==> src/rtl/ptw_pkg.sv <==
package ptw_pkg;
  localparam int PTE_W     = 32;
  localparam int PRES_BIT  = 31;
  localparam int RIGHTS_LO = 29;

  typedef enum logic [1:0] {
    ACC_READ  = 2'b00,
    ACC_WRITE = 2'b01,
    ACC_EXEC  = 2'b10,
    ACC_BAD   = 2'b11
  } acc_e;

  typedef enum logic [1:0] {
    FLT_NONE = 2'b00,
    FLT_PAGE = 2'b01,
    FLT_PROT = 2'b10
  } fault_e;

  // Which access kinds a rights code allows, as a mask indexed by kind.
  function automatic logic perm_ok(input logic [1:0] rights, input logic [1:0] acc);
    logic [3:0] allow;
    case (rights)
      2'b00:   allow = 4'b0001;  // read only
      2'b01:   allow = 4'b0011;  // read and write
      2'b10:   allow = 4'b0100;  // execute only
      default: allow = 4'b0000;  // no access
    endcase
    return allow[acc];
  endfunction
endpackage

==> src/rtl/ptw_base_reg.sv <==
module ptw_base_reg #(
  parameter int PA_W = 16
) (
  input  logic            clk,
  input  logic            rst_n,
  input  logic            wr_en,
  input  logic [PA_W-1:0] wr_data,
  input  logic            idle,
  output logic [PA_W-1:0] base_q
);
  logic wr_take;
  assign wr_take = wr_en && idle;

  always_ff @(posedge clk) begin
    if (!rst_n)       base_q <= '0;
    else if (wr_take) base_q <= wr_data;
  end
endmodule

==> src/rtl/ptw_fsm.sv <==
module ptw_fsm (
  input  logic clk,
  input  logic rst_n,
  input  logic req_valid,
  input  logic mem_req_ready,
  input  logic mem_rsp_valid,
  output logic st_idle,
  output logic st_issue,
  output logic st_wait,
  output logic st_check
);
  typedef enum logic [1:0] {S_IDLE, S_ISSUE, S_WAIT, S_CHECK} st_e;
  st_e st_q, st_d;

  always_comb begin
    st_d = st_q;
    case (st_q)
      S_IDLE:  if (req_valid)     st_d = S_ISSUE;
      S_ISSUE: if (mem_req_ready) st_d = S_WAIT;
      S_WAIT:  if (mem_rsp_valid) st_d = S_CHECK;
      default:                    st_d = S_IDLE;
    endcase
  end

  always_ff @(posedge clk) begin
    if (!rst_n) st_q <= S_IDLE;
    else        st_q <= st_d;
  end

  assign st_idle  = (st_q == S_IDLE);
  assign st_issue = (st_q == S_ISSUE);
  assign st_wait  = (st_q == S_WAIT);
  assign st_check = (st_q == S_CHECK);
endmodule

==> src/rtl/ptw_check.sv <==
module ptw_check #(
  parameter int PPN_W = 6,
  parameter int OFF_W = 10,
  localparam int PA_W = PPN_W + OFF_W
) (
  input  logic             present,
  input  logic [1:0]       rights,
  input  logic [PPN_W-1:0] ppn,
  input  logic [1:0]       acc,
  input  logic [OFF_W-1:0] offset,
  output logic [1:0]       fault,
  output logic [PA_W-1:0]  paddr
);
  import ptw_pkg::*;

  always_comb begin
    fault = FLT_NONE;
    paddr = '0;
    if (!present)                   fault = FLT_PAGE;
    else if (!perm_ok(rights, acc)) fault = FLT_PROT;
    else                            paddr = {ppn, offset};
  end
endmodule

==> src/rtl/pt_walker.sv <==
module pt_walker #(
  parameter int VA_W  = 16,
  parameter int PA_W  = 16,
  parameter int OFF_W = 10,
  localparam int VPN_W = VA_W - OFF_W,
  localparam int PPN_W = PA_W - OFF_W
) (
  input  logic                    clk,
  input  logic                    rst_n,
  input  logic                    base_we,
  input  logic [PA_W-1:0]         base_wdata,
  input  logic                    req_valid,
  output logic                    req_ready,
  input  logic [VA_W-1:0]         req_vaddr,
  input  logic [1:0]              req_acc,
  output logic                    mem_req_valid,
  input  logic                    mem_req_ready,
  output logic [PA_W-1:0]         mem_req_addr,
  input  logic                    mem_rsp_valid,
  input  logic [ptw_pkg::PTE_W-1:0] mem_rsp_data,
  output logic                    done,
  output logic [PA_W-1:0]         paddr,
  output logic [1:0]              fault
);
  import ptw_pkg::*;

  // Entry byte address: base plus page number scaled to 4-byte entries.
  function automatic logic [PA_W-1:0] entry_addr(input logic [PA_W-1:0] base,
                                                 input logic [VPN_W-1:0] vpn);
    logic [PA_W+1:0] scaled;
    scaled = (PA_W+2)'(vpn) << 2;
    return base + scaled[PA_W-1:0];
  endfunction

  logic st_idle, st_issue, st_wait, st_check;
  logic [PA_W-1:0] base_q;
  logic [VA_W-1:0] va_q;
  logic [1:0] acc_q;
  logic pres_q;
  logic [1:0] rights_q;
  logic [PPN_W-1:0] ppn_q;
  logic req_fire, rsp_take;
  logic [1:0] chk_fault;
  logic [PA_W-1:0] chk_paddr;

  assign req_fire = req_valid && st_idle;
  assign rsp_take = mem_rsp_valid && st_wait;

  ptw_fsm u_fsm (
    .clk(clk), .rst_n(rst_n), .req_valid(req_valid),
    .mem_req_ready(mem_req_ready), .mem_rsp_valid(mem_rsp_valid),
    .st_idle(st_idle), .st_issue(st_issue), .st_wait(st_wait), .st_check(st_check)
  );

  ptw_base_reg #(.PA_W(PA_W)) u_base (
    .clk(clk), .rst_n(rst_n), .wr_en(base_we), .wr_data(base_wdata),
    .idle(st_idle), .base_q(base_q)
  );

  always_ff @(posedge clk) begin
    if (!rst_n) begin
      va_q  <= '0;
      acc_q <= ACC_READ;
    end else if (req_fire) begin
      va_q  <= req_vaddr;
      acc_q <= req_acc;
    end
  end

  always_ff @(posedge clk) begin
    if (!rst_n) begin
      pres_q   <= 1'b0;
      rights_q <= '0;
      ppn_q    <= '0;
    end else if (rsp_take) begin
      pres_q   <= mem_rsp_data[PRES_BIT];
      rights_q <= mem_rsp_data[RIGHTS_LO +: 2];
      ppn_q    <= mem_rsp_data[PPN_W-1:0];
    end
  end

  ptw_check #(.PPN_W(PPN_W), .OFF_W(OFF_W)) u_chk (
    .present(pres_q), .rights(rights_q), .ppn(ppn_q), .acc(acc_q),
    .offset(va_q[OFF_W-1:0]), .fault(chk_fault), .paddr(chk_paddr)
  );

  assign req_ready     = st_idle;
  assign mem_req_valid = st_issue;
  assign mem_req_addr  = entry_addr(base_q, va_q[VA_W-1:OFF_W]);
  assign done          = st_check;
  assign fault         = st_check ? chk_fault : 2'b00;
  assign paddr         = st_check ? chk_paddr : '0;
endmodule

==> config.mk <==
export PLATFORM = sky130hd
export DESIGN_NAME = pt_walker
export DESIGN_NICKNAME = d
export VERILOG_FILES = /design/src/rtl/ptw_pkg.sv /design/src/rtl/ptw_base_reg.sv /design/src/rtl/ptw_fsm.sv /design/src/rtl/ptw_check.sv /design/src/rtl/pt_walker.sv
export SDC_FILE = /design/constraint.sdc
export NUM_CORES = 1
export LEC_CHECK = 0
export BUFFER_PORTS_ARGS = -buffer_cell sky130_fd_sc_hd__buf_2
export CORE_UTILIZATION = 42
export CTS_CLUSTER_SIZE = 30
export DETAILED_ROUTE_END_ITERATION = 8
export GPL_TIMING_DRIVEN = 0
export HOLD_SLACK_MARGIN = 0.08
export PLACE_DENSITY_LB_ADDON = 0.08
export SYNTH_ARGS = -nofsm -noshare
export SYNTH_HDL_FRONTEND = slang
export SYNTH_SLANG_ARGS = --single-unit
==> constraint.sdc <==
create_clock -name clk -period 1.8 [get_ports clk]
set_input_delay 0.18 -clock clk [delete_from_list [all_inputs] [get_ports clk]]
set_output_delay 0.18 -clock clk [all_outputs]
set_load 0.02 [all_outputs]
Word level (Yosys, flattened, before mapping)
Index checks and enable logic that the tools add are counted.

word-level totals
  flip-flop bits (word level) = 45
  word-level logic and storage cells = 37

cells by class
  $add $sub $neg = 1
  order comparisons = 1
  equality and inequality tests = 8
  multiplexer cells = 14
  reduce and logical (&&, ||, !) cells = 6

operators with widths
  kind                                                    number
  2-to-1 mux 16 bit                                       3
  adder 16 x 8 -> 16 bit                                  1
  2-to-1 mux 2 bit                                        6
  one-hot mux 3 bit (3 select lines)                      1
  equality test 2 bit (second input constant)             3
  one-hot mux 2 bit (3 select lines)                      1
  equality test 2 x 1 -> 1 bit (second input constant)    2
  logical NOT 2 bit                                       2
  2-to-1 mux 4 bit                                        1
  inequality test 2 bit (second input constant)           2
  logical AND 1 bit                                       3
  < comparator 2 x 3 -> 1 bit (second input constant)     1
  AND reduction 3 bit                                     1
  binary-select mux 1 bit (select 2 bit)                  1
  inequality test 2 x 1 -> 1 bit (second input constant)  1
  2-to-1 mux 1 bit                                        1

Longest topological paths before layout
  depth after elaboration = 8
  mapped depth = 7
  depth with buffers taken out = 7

Hierarchy
From an unflattened synthesis, not the netlist that was laid out.

unflattened totals
  cells, all modules = 345
  area, all modules = 2,658.8 µm²

modules (own cells, without submodules)
  module        times used  cells each  area each (µm²)
  pt_walker     1           211         1,626.6
  ptw_base_reg  1           73          668.1
  ptw_check     1           41          190.2
  ptw_fsm       1           20          173.9

Least setup slack after synthesis
No wires, ideal clock.

  kind = reg2out
  start point = reg u_base.base_q[2]
  end point = out mem_req_addr[10]
  data arrival time = 1.789 ns
  data required time = 1.620 ns
  slack = -0.169 ns
  cell stages (with the launch flop) = 8
  path buffers = 0
  path through = dfxtp_1 > ha_1 > inv_1 > fa_1 > nor2b_4 > o31a_4 > or4b_1 > nand3_1

on the way
  longest elaborated chain between the ends = 1

ends and longest elaborated chain
  what                      RTL line            RTL
  start: declaration        ptw_base_reg.sv:9   output logic [PA_W-1:0] base_q
  start signal: assignment  ptw_base_reg.sv:16  else if (wr_take) base_q <= wr_data;
  adder 16 x 8 -> 16 bit    pt_walker.sv:32     return base + scaled[PA_W-1:0];
  end: declaration          pt_walker.sv:18     output logic [PA_W-1:0] mem_req_addr,

Every way passes these cells.

Worst setup path after layout
  start point = reg va_q[10]
  end point = out mem_req_addr[10]

on the way
  longest elaborated chain between the ends = 1

ends and longest elaborated chain
  what                      RTL line         RTL
  start: declaration        pt_walker.sv:37  logic [VA_W-1:0] va_q;
  start signal: assignment  pt_walker.sv:65  va_q <= req_vaddr;
  adder 16 x 8 -> 16 bit    pt_walker.sv:32

Every way passes these cells.

==> impl_metrics.toml <==
[place]
hpwl_mm = 4.063
finalWeightedCongestion = 0.7442
pre_cts_ws_ns = -0.2628
portBuffers = 85

[power_and_ir_drop]
comb_power_share_pct = 43.2
clkPwrFrac_pct = 17.9
p_switching_mw = 1.334
p_leak_nw = 1.396
switching_share_pct = 38.58
p_seq_share_pct = 39.0
vdd_drop_max_v = 0.0004866
internal_power_mw = 2.123
p_total_mw = 3.457
p_per_area_nw_per_um2 = 1074

[worst_setup_path]
cp-start-kind = "flop"
crit_type = "flop to primary output"
end_kind = "primary output"
worstPathArrival_ns = 2.10
cp.required_ns = 1.62
cp_max_fo = 6

[sta]
fmax_mhz = 438.9
rsz0062_at_grt = "true"
worst_slew_pin_slew_ns = 0.5738
setup_viol = 12
fin_crit_sh_pct = 126.6
finalHoldViolCount = 0
finClkSkew_ns = 0.003386
finalCriticalPeriod_ns = 2.278
drv_slew = 0
relSlewSlack_pct = 61.66
setup_ws_ns = -0.4783

[die]
die_y_um = 77.71
dieWidth_um = 77.71
ios = 109
core_um2 = 5507
start_util_pct = 43.72
dieArea_um2 = 6038
row_count = 27

[yosys]
yosys_warnings = 0
synth_top_cell_by_area = "dfxtp_1"
yosysSeqAreaShare_pct = 37.42
yosys_register_bits = 45
syn_nets = 387
synth_enable_flop_cells = 0
synth_cell_types = 38
async_reset_ff_share_pct = 0
synth_common_cells = "nand2_1, dfxtp_1, a21boi_0"
synth.top_cells.by_area = "dfxtp_1, nand2_1, a21boi_0"
synthDominantCellAreaShare_pct = 37.42
syn_area_um2 = 2407
avgSynthCellArea_um2 = 7.919
synth_ff_type = "dfxtp_1"
syn_inst = 304
synth_most_common_cell = "nand2_1"

[clocking]
clk_latency_ns = 0.29
cts_hold_buf = 0
numCtsBuffers = 5
clock_sinks = 45
cts_root_buf = "clkbuf_8"
cts_tree = "built"
h-tree-depth = 2
cts.clk_slew.worst_paths_ns = 0.08
ctsLongestPathBuffers = 2

[global_route]
grt_pass1_vias = 1966
grt_max_degree = 13
antenna_found_initial = 0
globalRouteOverflowTotal = 0
track_usage_pct = 18.99
grt_pass1_wl_mm = 8.990

[final_layout]
drive_above_1_share_pct = 33.25
area.growth.synth_to_final_pct = 33.73
fin_nets = 480
diodes = 0

[outcome]
violations = "setup timing"
outcome = "finished with violations"

[detailed_routing]
wl_per_cell_um = 11.95
ant_nets = 0
first_pass_iters = 4
wl_mm = 5.606
dr_total_vias = 2287
drt_iter0_markers = 56
viasPerCell = 4.876
remaining_drc_errors = 0

[flow_run]
drv_cap = 0

[min_path]
min_path_type = "input port to flop"
## path summary, 6_finish.rpt
kind / from / to / slack [ns] / cells past startpoint
hold reg to reg: va_q[9] / va_q[9] / 0.45 / 2
setup / recovery: va_q[10] / mem_req_addr[10] / -0.48 / 8
setup reg to reg: u_fsm.st_q[0] / va_q[8] / 0.21 / 7
hold / removal: req_vaddr[13] / va_q[13] / 0.12 / 3
## power groups by stage
stage,combinational (mW),sequential (mW),clock (mW)
floorplan,1.02,1.31,0
global placement,1.37,1.34,0
detailed placement,1.38,1.34,0
CTS,1.44,1.33,0.645
global route,1.66,1.37,0.685
finish,1.49,1.35,0.618
## stage by stage
stage	hold slack (ns)	std cells	area (µm²)	util, %	TNS [ns]
after floorplan	0.3148	304	2451	-	-0.1557
after global placement	0.4196	461	2967	53.87	-1.280
after detailed placement	0.4273	461	2967	53.87	-1.354
after CTS	0.1081	470	3118	56.62	-3.776
after global routing	0.1088	469	3219	58.46	-4.804
final	0.1162	469	3219	58.46	-3.716
## logic make-up after synthesis
family	synth area share, %
xor gates and xnor gates	2.547
AOI/OAI and AO/OA	19.02
and+or+nand+nor	29.57
DFF	37.42
adders and majority gates	6.029
buffers and inverters	4.989
muxes	0.4158
## critical path, stage by stage (launching register included)
cell	delay, ns
dfxtp_2	0.34
ha_4	0.16
inv_2	0.04
fa_2	0.22
nor2b_4	0.05
o31a_4	0.30
or4b_4	0.48
nand3_2	0.09
buf_6	0.11
## layer usage
| layer | share of wire, % | GRT usage, % | vias up |
|---|---|---|---|
| li1 | - | - | 1203 |
| met2 | 48 | 31.77 | 58 |
| met1 | 45 | 23.62 | 1019 |
| met3 | 5.4 | 4.941 | 7 |
| met4 | 1.2 | 6.226 | 0 |
| met5 | 0 | 0 | - |
## state kept, by name (all words and copies together) (netlist names)
register / cells
u_base.base_q: 16
va_q: 16
ppn_q: 6
acc_q: 2
rights_q: 2
u_fsm.st_q: 2
pres_q: 1
## layout make-up
cell class / count / area (µm²)
Clock buffer: 7 / 86.33
Sequential cell: 45 / 905.9
Buffer: 15 / 83.83
Fill cell: 551 / 2287
Timing Repair Buffer: 89 / 491.7
Multi-Input combinational cell: 231 / 1524
Tap cell: 72 / 90.09
Inverter: 10 / 37.54
## cells in the final DEF (no fill, tap or decap), drive strengths merged, types with 4 or more instances in the layout
master  netlist  layout
clkbuf       12      16
dfxtp        45      45
nor2          7       7
xnor2         7       7
a21boi       43      43
nor2b         5       5
and2         18      18
nand3        16      16
inv          10      10
nor3b         6       6
nand2        84      84
o21ai         4       4
ha           10      10
a21oi         4       4
buf           6      95
## timing repair
item | CTS | global route
setup buffers | 3 | 1
endpoints found under the setup margin | 22 | 48
pin swaps | 3 | 4
cloned | 0 | 0
resized for setup | 17 | 23
No activity file was read; power rests on OpenSTA's default activity.
